$ cat config.mk
export PLATFORM = sky130hd
export DESIGN_NAME = route_xpt_top
export DESIGN_NICKNAME = d
export VERILOG_FILES = /design/src/rtl/route_pkg.sv /design/src/rtl/route_stage.sv /design/src/rtl/route_active.sv /design/src/rtl/route_strap.sv /design/src/rtl/route_xpt_top.sv
export SDC_FILE = /design/constraint.sdc
export NUM_CORES = 1
export LEC_CHECK = 0
export CORE_UTILIZATION = 35
export CTS_CLUSTER_DIAMETER = 80
export DETAILED_ROUTE_END_ITERATION = 12
export DONT_BUFFER_PORTS = 1
export GPL_TIMING_DRIVEN = 1
export PLACE_DENSITY_LB_ADDON = 0.12
export SLEW_MARGIN = 20
export SYNTH_ARGS = -nofsm -noshare
export SYNTH_HDL_FRONTEND = slang
export SYNTH_SLANG_ARGS = --single-unit
$ cat constraint.sdc
create_clock -name clk -period 1 [get_ports clk]
set_clock_uncertainty 0.1 [all_clocks]
set_input_delay 0.1 -clock clk [delete_from_list [all_inputs] [get_ports clk]]
set_output_delay 0.1 -clock clk [all_outputs]
set_load 0.005 [all_outputs]
$ cat src/rtl/route_pkg.sv
`timescale 1ns/1ps
package route_pkg;

    localparam int NUM_IN  = 4;
    localparam int NUM_OUT = 4;
    localparam int CODE_W  = 3;
    localparam int SRC_W   = $clog2(NUM_IN);
    localparam int IDX_W   = $clog2(NUM_OUT);

    typedef logic [CODE_W-1:0] code_t;
    typedef logic [SRC_W-1:0]  src_t;

    typedef struct packed {
        logic en;
        src_t src;
    } lane_t;

    typedef enum logic {
        SRC_STRAP = 1'b0,
        SRC_PROG  = 1'b1
    } route_src_e;

    // Codes 1..NUM_IN select input code-1; zero and all reserved codes turn the lane off.
    function automatic lane_t decode_code(input code_t c);
        lane_t l;
        l.en  = 1'b0;
        l.src = '0;
        if ((c != '0) && (int'(c) <= NUM_IN)) begin
            l.en  = 1'b1;
            l.src = src_t'(c - code_t'(1));
        end
        return l;
    endfunction

endpackage

$ cat src/rtl/route_stage.sv
`timescale 1ns/1ps
module route_stage
    import route_pkg::*;
#(
    parameter int N_LANES = NUM_OUT,
    localparam int PORT_W = (N_LANES > 1) ? $clog2(N_LANES) : 1
) (
    input  logic                      clk,
    input  logic                      rst_n,
    input  logic                      wr_en,
    input  logic [PORT_W-1:0]         wr_port,
    input  code_t                     wr_code,
    output code_t [N_LANES-1:0]       stage_q
);

    for (genvar g = 0; g < N_LANES; g++) begin : g_lane
        logic hit;
        assign hit = wr_en && (wr_port == PORT_W'(g));

        always_ff @(posedge clk or negedge rst_n) begin
            if (!rst_n) begin
                stage_q[g] <= '0;
            end else if (hit) begin
                stage_q[g] <= wr_code;
            end
        end
    end

endmodule

$ cat src/rtl/route_active.sv
`timescale 1ns/1ps
module route_active
    import route_pkg::*;
#(
    parameter int N_LANES = NUM_OUT
) (
    input  logic                 clk,
    input  logic                 rst_n,
    input  logic                 load,
    input  code_t [N_LANES-1:0]  stage_q,
    output code_t [N_LANES-1:0]  active_q
);

    // All lanes share one strobe so the active set only ever changes as a whole.
    always_ff @(posedge clk or negedge rst_n) begin
        if (!rst_n) begin
            active_q <= '0;
        end else if (load) begin
            active_q <= stage_q;
        end
    end

endmodule

$ cat src/rtl/route_strap.sv
`timescale 1ns/1ps
module route_strap
    import route_pkg::*;
#(
    parameter int N_LANES = NUM_OUT
) (
    input  logic [1:0]           sel,
    output lane_t [N_LANES-1:0]  lanes
);

    localparam int HALF = N_LANES / 2;

    for (genvar g = 0; g < N_LANES; g++) begin : g_lane
        localparam int PAIR_SRC     = (g < HALF) ? 0 : 2;
        localparam int STRAIGHT_SRC = g % NUM_IN;

        always_comb begin
            lanes[g].en = 1'b1;
            unique case (sel)
                2'b00:   lanes[g].src = src_t'(0);
                2'b01:   lanes[g].src = src_t'(1);
                2'b10:   lanes[g].src = src_t'(PAIR_SRC);
                2'b11:   lanes[g].src = src_t'(STRAIGHT_SRC);
                default: lanes[g].src = '0;
            endcase
        end
    end

endmodule

$ cat src/rtl/route_xpt_top.sv
`timescale 1ns/1ps
module route_xpt_top
    import route_pkg::*;
#(
    parameter int N_LANES = NUM_OUT,
    localparam int PORT_W = (N_LANES > 1) ? $clog2(N_LANES) : 1,
    localparam int OSRC_W = N_LANES * SRC_W
) (
    input  logic                clk,
    input  logic                rst_n,
    input  logic                strap_mode,
    input  logic [1:0]          strap_sel,
    input  logic                stg_we,
    input  logic [PORT_W-1:0]   stg_port,
    input  logic [CODE_W-1:0]   stg_code,
    input  logic                load,
    output logic [OSRC_W-1:0]   out_src,
    output logic [N_LANES-1:0]  out_en
);

    code_t [N_LANES-1:0] stage_q;
    code_t [N_LANES-1:0] active_q;
    lane_t [N_LANES-1:0] strap_lanes;
    lane_t [N_LANES-1:0] prog_lanes;
    lane_t [N_LANES-1:0] sel_lanes;
    route_src_e          route_src;

    route_stage #(.N_LANES(N_LANES)) u_stage (
        .clk     (clk),
        .rst_n   (rst_n),
        .wr_en   (stg_we),
        .wr_port (stg_port),
        .wr_code (stg_code),
        .stage_q (stage_q)
    );

    route_active #(.N_LANES(N_LANES)) u_active (
        .clk      (clk),
        .rst_n    (rst_n),
        .load     (load),
        .stage_q  (stage_q),
        .active_q (active_q)
    );

    route_strap #(.N_LANES(N_LANES)) u_strap (
        .sel   (strap_sel),
        .lanes (strap_lanes)
    );

    for (genvar g = 0; g < N_LANES; g++) begin : g_dec
        assign prog_lanes[g] = decode_code(active_q[g]);
    end

    always_comb begin
        route_src = strap_mode ? SRC_STRAP : SRC_PROG;
    end

    always_comb begin
        unique case (route_src)
            SRC_STRAP: sel_lanes = strap_lanes;
            SRC_PROG:  sel_lanes = prog_lanes;
            default:   sel_lanes = '0;
        endcase
    end

    for (genvar g = 0; g < N_LANES; g++) begin : g_out
        assign out_en[g]                 = sel_lanes[g].en;
        assign out_src[g*SRC_W +: SRC_W] = sel_lanes[g].src;
    end

endmodule

After elaboration in Yosys (flattened, before gate mapping)
Cells that the tools add are included.
{"block": "totals", "register_bits": 24, "in_bits": 12, "out_inout_bits": 12, "elab_cells": 50}
{"block": "op_classes", "n_addsub": 4, "magnitude_cmp": 4, "n_eq_ne": 6, "n_mux": 10, "reduce_logical": 18}
{"op": "case mux 12 bit (2 select lines)", "n": 1}
{"op": "less-or-equal comparator 3 bit, second input constant", "n": 4}
{"op": "2-to-1 mux 3 bit", "n": 4}
{"op": "nonzero test 3 bit", "n": 4}
{"op": "== test 2 bit, second input constant", "n": 4}
{"op": "logical AND 1 bit", "n": 8}
{"op": "case mux 2 bit (2 select lines)", "n": 2}
{"op": "case mux 2 bit (4 select lines)", "n": 1}
{"op": "subtractor 2 x 1 -> 2 bit, second input constant", "n": 4}
{"op": "case mux 2 bit (3 select lines)", "n": 1}
{"op": "OR reduction 2 bit", "n": 3}
{"op": "== test 2 x 1 -> 1 bit, second input constant", "n": 2}
{"op": "logical NOT 2 bit", "n": 2}
{"op": "OR reduction 3 bit", "n": 1}
{"op": "2-to-1 mux 1 bit", "n": 1}

Depth between registers and ports, before layout
Gate-level depths: netlist of run 1.
{"block": "depth", "depth_word": 4, "ltp_mapped": 4, "ltp_nobuf": 4}

Hierarchy
From an unflattened synthesis of run 1, not the netlist that was laid out.
{"block": "unflattened", "hier_cells": 109, "area_unflattened_um2": 1316.3}
{"mod": "route_active", "n_inst": 1, "cells_per_inst": 25, "area_each_um2": 484.2, "seq_area_each_um2": 300.3}
{"mod": "route_stage", "n_inst": 1, "cells_per_inst": 28, "area_each_um2": 474.2, "seq_area_each_um2": 300.3}
{"mod": "route_xpt_top", "n_inst": 1, "cells_per_inst": 42, "area_each_um2": 269.0, "seq_area_each_um2": 0.0}
{"mod": "route_strap", "n_inst": 1, "cells_per_inst": 14, "area_each_um2": 88.8, "seq_area_each_um2": 0.0}

Worst setup path after synthesis of run 1
OpenSTA, ideal clock, no wires.
{"block": "synth_path", "kind": "reg-to-output", "from": "register u_active.active_q[6] (netlist bit)", "to": "output out_src[4]", "t_arrival_ns": 0.993, "t_required_ns": 0.800, "path_slack_ns": -0.193, "path_stages_with_launch": 5, "path_buffers": 0, "cell_sequence": "dfrtp_1 > inv_1 > ha_1 > xor2_1 > o32ai_1"}
{"block": "synth_between", "elab_chain_len": 4, "word_cells_on_any_way": 6, "classes_between": "add/sub (1); order compare (1); mux (2); reduce/logical (2)"}
{"item": "from (decl)", "line": "route_active.sv:11", "text": "output code_t [N_LANES-1:0] active_q"}
{"item": "from (signal assigned)", "line": "route_active.sv:19", "text": "active_q <= stage_q;"}
{"item": "less-or-equal comparator 3 bit / nonzero test 3 bit (equally long branches)", "line": "route_pkg.sv:28", "text": "if ((c != '0) && (int'(c) <= NUM_IN)) begin"}
{"item": "logical AND 1 bit", "line": "route_pkg.sv:28"}
{"item": "2-to-1 mux 3 bit (*)", "line": "route_pkg.sv:28"}
{"item": "case mux 12 bit (2 select lines) (*)", "line": "route_xpt_top.sv:59", "text": "unique case (route_src)"}
{"item": "to (decl)", "line": "route_xpt_top.sv:17", "text": "output logic [OSRC_W-1:0] out_src,"}
Every way passes the cells marked *; elsewhere a longest branch is shown, timed or not.

Worst setup path after layout of run 1
{"block": "layout_path", "from": "register u_active.active_q[3] (netlist bit)", "to": "output out_en[1]"}
{"block": "layout_between", "elab_chain_len": 4, "word_cells_on_any_way": 5, "classes_between": "order compare (1); mux (2); reduce/logical (2)"}
{"item": "less-or-equal comparator 3 bit / nonzero test 3 bit (equally long branches)", "line": "route_pkg.sv:28"}
{"item": "logical AND 1 bit (*)", "line": "route_pkg.sv:28"}
{"item": "2-to-1 mux 3 bit (*)", "line": "route_pkg.sv:28"}
{"item": "case mux 12 bit (2 select lines) (*)", "line": "route_xpt_top.sv:59"}
{"item": "to (decl)", "line": "route_xpt_top.sv:18", "text": "output logic [N_LANES-1:0] out_en"}
Marked as above.

==> flow_metrics.tcl, run 1 <==
set metrics [dict create \
    avgSynthCellArea_um2 11.92 \
    grt_start_max_net_pins 25 \
    num_antenna_cells 0 \
    clkLatencyLatePin_ps 310 \
    whs_path_depth 2 \
    status "finished with violations" \
    cts.clk_slew.worst_paths_ps 130 \
    ys_seq_elements 24 \
    critPathCaptureType "primary output" \
    seqPwrFrac_pct 45.2 \
    violations "hold timing, setup timing" \
    cts.sinks 24 \
    rr_endpoint "u_active.active_q[3]$_DFFE_PN0P_" \
    htree_levels 1 \
    relSlewSlack_pct 56.39 \
    layout_setup_ws_ps -515.1 \
    grt-ovfl-total 0 \
    hold_end "u_stage.stage_q[2]$_DFFE_PN0P_" \
    avgViaCountPerCell 4.585 \
    p_sw_w 0.0008614 \
    cellLeakagePower_nw 0.6789 \
    place_ws_ps -224.2 \
    worstPathArrival_ps 1320 \
    power_density_nw_per_um2 1813 \
    holdCritStartpoint "stg_port[0]" \
    drv_slew 0 \
    path_cells "inv_2 -> ha_4 -> xor2_2 -> buf_6 -> nand2b_4" \
    reg2reg_depth 5 \
    syn_nets 109 \
    post-route-period-util_pct 151.5 \
    clockBufferDepth 2 \
    cp.required_ps 800 \
    core-area_um2 3028 \
    initial_core_util_pct 36.61 \
    fin_nets 137 \
    worstReg2RegStart "u_active.active_q[3]$_DFFE_PN0P_" \
    p_sw_share_pct 30.05 \
    holdCritPathClass "in2reg" \
    slowest_stage "dfrtp_1" \
    comb_power_share_pct 37.3 \
    start_kind "register" \
    max_freq_ghz 0.6600 \
    synthDistinctLibCells 16 \
    drc_errors 0 \
    hpwlAfterDp_um 1387 \
    portBuffers 0 \
    fillers 266 \
    tns_ps -5694 \
    placementRows 20 \
    ctsRootBufferMaster "clkbuf_4" \
    ant_nets 0 \
    fin_crit_ps 1515 \
    criticalPathCategory "reg2out" \
    r2r_slack_ps -50 \
    clockPowerShare_pct 17.4 \
    final_layout_size_suffix_gt1_share_pct 58.33 \
    final-setup-viol-count 13 \
    area_growth_pct 42.66 \
    rsz0062_at_grt "true" \
    cts_made_buffers 3 \
    antenna_found_initial 0 \
    grt_pass1_vias 733 \
    crit_fanout 2 \
    hold_viol_final 6 \
    die_y_um 58.28 \
    syn_area_um2 1109 \
    p_int_w 0.002005 \
    yosysWarnings 0 \
    wl_per_cell_um 12.12 \
    worst_slew_pin_slew_ps 653.2 \
    grt_first_pass_wirelength_um 3325 \
    grt_usage_pct 13.30 \
    first_pass_iters 3 \
    max-vdd-ir-drop_v 0.0005311 \
    die_w_um 58.28 \
    routed_wl_um 1988 \
    dieArea_um2 3397 \
    hold_slack_ps -40.30 \
    max_cap_viol_count 0 \
    netlist_instances 93 \
    drtIter0Drc 11 \
    io_pins 24 \
    cts_tree "built" \
    yosysSeqAreaShare_pct 54.18 \
    via_count 752 \
    gp_congestion 0.6853 \
    max_stage_delay_ps 410 \
]
[kinds of logic (layout without fill, tap and decap cells)]
group	Yosys count	count (layout)	share of synthesized area, %
and+or+nand+nor	20	20	10.04
buffers and inverters	11	38	3.950
xor gates and xnor gates	4	4	3.160
AOI/OAI and AO/OA	14	14	7.901
DFF	24	24	54.18
muxes	16	16	16.25
adders and majority gates	4	4	4.515
[cell usage after synthesis, drive strengths merged]
cell type | instances | area share [%]
dfrtp | 24 | 54
mux2 | 16 | 16
nand2 | 10 | 3.4
inv | 8 | 2.7
o21ai | 8 | 3.6
ha | 4 | 4.5
nand2b | 4 | 2.3
o31ai | 4 | 2.7
xor2 | 4 | 3.2
buf | 2 | 0.90
nand3b | 2 | 1.4
nor3 | 2 | 0.90
o32ai | 2 | 1.6
clkbuf | 1 | 0.34
nand3 | 1 | 0.45
nor3b | 1 | 1.7
[what timing repair did]
| item | in CTS | in global routing |
|---|---|---|
| endpoints found under the setup margin | 12 | 24 |
| resized for setup | 17 | 14 |
| pin swaps | 5 | 4 |
| buffers inserted | 5 | 2 |
| hold endpoints to repair | 48 | 28 |
| hold buffers | 5 | 1 |
[flip-flops by register name (all words and copies together), names as in the netlist]
register and cells:
u_stage.stage_q 12, u_active.active_q 12
[how the worst max path moves through the flow]
stage / slack [ps] / from / cells after the start / end
global route: -590 / u_active.active_q[3]$_DFFE_PN0P_ / 5 / out_en[1]
global placement: -210 / u_active.active_q[0]$_DFFE_PN0P_ / 4 / out_src[0]
CTS: -530 / u_active.active_q[3]$_DFFE_PN0P_ / 5 / out_src[3]
detailed placement: -220 / u_active.active_q[9]$_DFFE_PN0P_ / 4 / out_src[6]
floorplan: -180 / u_active.active_q[0]$_DFFE_PN0P_ / 4 / out_src[0]
finish: -520 / u_active.active_q[3]$_DFFE_PN0P_ / 5 / out_en[1]
[placed cells by master, fill, tap and decap left out]
master          netlist  layout
buf_2                 2       1
buf_4                 0      19
buf_6                 0       1
clkbuf_4              0       3
clkbuf_8              0       1
dfrtp_1              24      24
dlygate4sd3_1         0       4
dlymetal6s2s_1        0       1
ha_4                  0       4
inv_2                 0       8
mux2_2               16      16
nand2_1              10      10
nand2b_1              4       3
nand2b_4              0       1
nand3_1               1       1
nand3b_1              2       2
nor3_2                0       1
nor3_4                0       1
nor3b_4               1       1
o21ai_0               8       4
o21ai_1               0       1
o21ai_2               0       3
o31ai_2               0       4
o32ai_2               0       2
xor2_2                0       1
xor2_4                0       3
[per-stage QoR]
step | cells | utilization [%] | power (W) | hold slack (ps) | area (µm²)
finish | 164 | 52.23 | 0.002867 | -40.30 | 1582
global route | 164 | 52.23 | 0.003054 | -54.37 | 1582
CTS | 161 | 50.17 | 0.002767 | -53.43 | 1519
detailed placement | 147 | 43.35 | 0.001995 | -295.4 | 1313
global placement | 147 | 43.35 | 0.001970 | -295.2 | 1313
floorplan | 93 | - | 0.001765 | -295.6 | 1174
[layer usage]
| layer | vias to the layer above | GRT usage [%] | share of wire [%] | wire length (µm) |
|---|---|---|---|---|
| li1 | 374 | - | - | - |
| met1 | 351 | 17.80 | 47 | 942 |
| met2 | 23 | 20.53 | 47 | 941 |
| met3 | 4 | 2.455 | 3.5 | 70 |
| met4 | 0 | 7.143 | 1.7 | 34 |
| met5 | - | 0 | 0 | 0 |
[area by class of cell]
type / instances / area [µm²] / share of cell area, %
inverters: 8 / 30.03 / 1.899
repair buffers: 26 / 211.5 / 13.37
flip-flops and latches: 24 / 600.6 / 37.97
well taps: 44 / 55.05 / 3.481
multi-input cells: 58 / 648.1 / 40.98
clock buffers: 4 / 36.28 / 2.294
[critical path: cells and delay by family (launching register included)]
| family | cells | cell delay (ps) |
|---|---|---|
| flops | 1 | 410 |
| buf+inv | 2 | 220 |
| xor+xnor | 1 | 180 |
| fa+ha+maj | 1 | 140 |
| simple gates | 1 | 50 |
[power by group through the flow]
stage | Combinational, W | Sequential, W | Clock, W
after CTS | 0.000957 | 0.00129 | 0.000518
after floorplan | 0.000505 | 0.00126 | 0
after global routing | 0.00116 | 0.00133 | 0.000563
final | 0.00107 | 0.00130 | 0.000499
after detailed placement | 0.000703 | 0.00129 | 0
after global placement | 0.000686 | 0.00128 | 0
(Power assumes the default switching activity.)
==> run 2, diff against run 1 <==
--- a/config.mk
+++ b/config.mk
@@ -10,7 +10,9 @@
 export DETAILED_ROUTE_END_ITERATION = 12
 export DONT_BUFFER_PORTS = 1
 export GPL_TIMING_DRIVEN = 1
+export MAX_ROUTING_LAYER = met4
 export PLACE_DENSITY_LB_ADDON = 0.12
+export REMOVE_ABC_BUFFERS = 1
 export SLEW_MARGIN = 20
 export SYNTH_ARGS = -nofsm -noshare
 export SYNTH_HDL_FRONTEND = slang
==> run 2 against run 1 <==
  * The run still ends with hold timing, setup timing left
  * Via count up 0.13%
  * Combinational power is 4% lower
  * Critical path type unchanged
  * Non-clock buffer count is 2 lower
  * Clock power decreased by 20%
  * Sequential cell count stayed put
  * Cell count down 1.8%
  * First-iteration DRC count shrank 36%
  * Critical path depth shrank 1
==> flow_metrics.tcl, run 2 (synthesis results as in run 1) <==
set metrics [dict create \
    layout_commonest_cell "dfrtp_1" \
    grt_start_max_net_pins 25 \
    hpwlAfterDp_um 1397 \
    gp_congestion 0.7159 \
    criticalPathCategory "reg2out" \
    routed_wl_um 1986 \
    portBuffers 0 \
    drtIter0Drc 7 \
    area_growth_pct 40.52 \
    die_y_um 58.28 \
    worst_slew_pin_slew_ps 645.0 \
    via_count 753 \
    grt_usage_pct 14.47 \
    fin_crit_ps 1490 \
    grt_pass1_vias 769 \
    holdCritPathClass "in2reg" \
    max_cap_viol_count 0 \
    antenna_found_initial 0 \
    hold_viol_final 3 \
    cp.required_ps 800 \
    final-setup-viol-count 13 \
    ant_nets 0 \
    cts_tree "built" \
    final_layout_size_suffix_gt1_share_pct 55.56 \
    initial_core_util_pct 36.61 \
    top_regs "u_active.active_q (12), u_stage.stage_q (12)" \
    htree_levels 1 \
    power_density_nw_per_um2 1752 \
    max-vdd-ir-drop_v 0.0006322 \
    grt_first_pass_wirelength_um 3574 \
    start_kind "register" \
    place_ws_ps -248.3 \
    clockBufferDepth 2 \
    final_area_um2 1558 \
    cts_made_buffers 3 \
    fillers 261 \
    cts.clk_slew.worst_paths_ps 120 \
    placementRows 20 \
    post-route-period-util_pct 149.0 \
    r2r_slack_ps -40 \
    fin_nets 135 \
    worstPathArrival_ps 1290 \
    drv_slew 0 \
    rsz0062_at_grt "true" \
    cts.sinks 24 \
    violations "hold timing, setup timing" \
    crit_fanout 3 \
    status "finished with violations" \
    io_pins 24 \
    wl_per_cell_um 12.34 \
    core-area_um2 3028 \
    grt-ovfl-total 0 \
    ctsRootBufferMaster "clkbuf_4" \
    cellLeakagePower_nw 0.6547 \
    layout_setup_ws_ps -489.9 \
    drc_errors 0 \
    clkLatencyLatePin_ps 300 \
    max_freq_ghz 0.6712 \
    layout_common_cells "dfrtp_1 (24), buf_4 (18), mux2_2 (16)" \
    critPathCaptureType "primary output" \
    p_total_w 0.002728 \
    first_pass_iters 4 \
    dieArea_um2 3397 \
    die_w_um 58.28 \
    hold_slack_ps -42.18 \
    relSlewSlack_pct 56.93 \
    num_antenna_cells 0 \
    place_area_um2 1232 \
    avgViaCountPerCell 4.677 \
]
[run 2: layer usage]
metal	up-vias	track usage (%)	part of all wire [%]
li1	365	-	-
met1	361	19.16	48
met2	23	22.00	47
met3	4	2.455	2.8
met4	0	6.122	1.4
met5	-	-	0
[run 2: final timing paths]
path | start | to | cells past startpoint
min | stg_port[0] | u_stage.stage_q[1]$_DFFE_PN0P_ | 2
min reg2reg | u_stage.stage_q[0]$_DFFE_PN0P_ | u_active.active_q[0]$_DFFE_PN0P_ | 2
min in group asynchronous | rst_n | u_active.active_q[0]$_DFFE_PN0P_ | 2
max | u_active.active_q[6]$_DFFE_PN0P_ | out_src[4] | 4
max reg2reg | u_active.active_q[6]$_DFFE_PN0P_ | u_active.active_q[6]$_DFFE_PN0P_ | 5
max in group asynchronous | rst_n | u_active.active_q[11]$_DFFE_PN0P_ | 2
[run 2: worst max-delay path, cell delays in order, from the launching register on]
cell and delay [ps]:
dfrtp_1 380, inv_2 50, ha_4 170, xor2_4 160
o32ai_2 230
[run 2: cell type report]
cell class / count / area [µm²] / area share (%)
tap: 44 / 55.05 / 3.534
inverter: 8 / 30.03 / 1.928
clock buffer: 3 / 22.52 / 1.446
timing repair buffer: 24 / 192.7 / 12.37
sequential: 24 / 600.6 / 38.55
multi-input combinational: 58 / 656.9 / 42.17
[run 2: repair_timing]
| action | 4_1_cts | 5_1_grt |
|---|---|---|
| hold endpoints to repair | 48 | 27 |
| setup endpoints to repair | 12 | 24 |
| setup buffers | 4 | 3 |
| pin swaps | 13 | 6 |
| resized for setup | 27 | 15 |
| hold buffers | 5 | 1 |
[run 2: where the power goes]
part	total [W]	switching [W]	internal, W
clock network	0.000401	0.000261	0.000140
registers	0.00130	0.000146	0.00116
logic	0.00103	0.000437	0.000588
[run 2: per-stage QoR]
step	std cells	hold slack (ps)	util, %	setup TNS (ps)
after floorplan	90	-295.6	-	-1491
after global placement	145	-295.1	40.70	-2012
after detailed placement	145	-295.3	40.70	-2238
after CTS	157	-53.68	48.80	-13100
after global routing	161	-57.37	51.45	-6393
final	161	-42.18	51.45	-5355
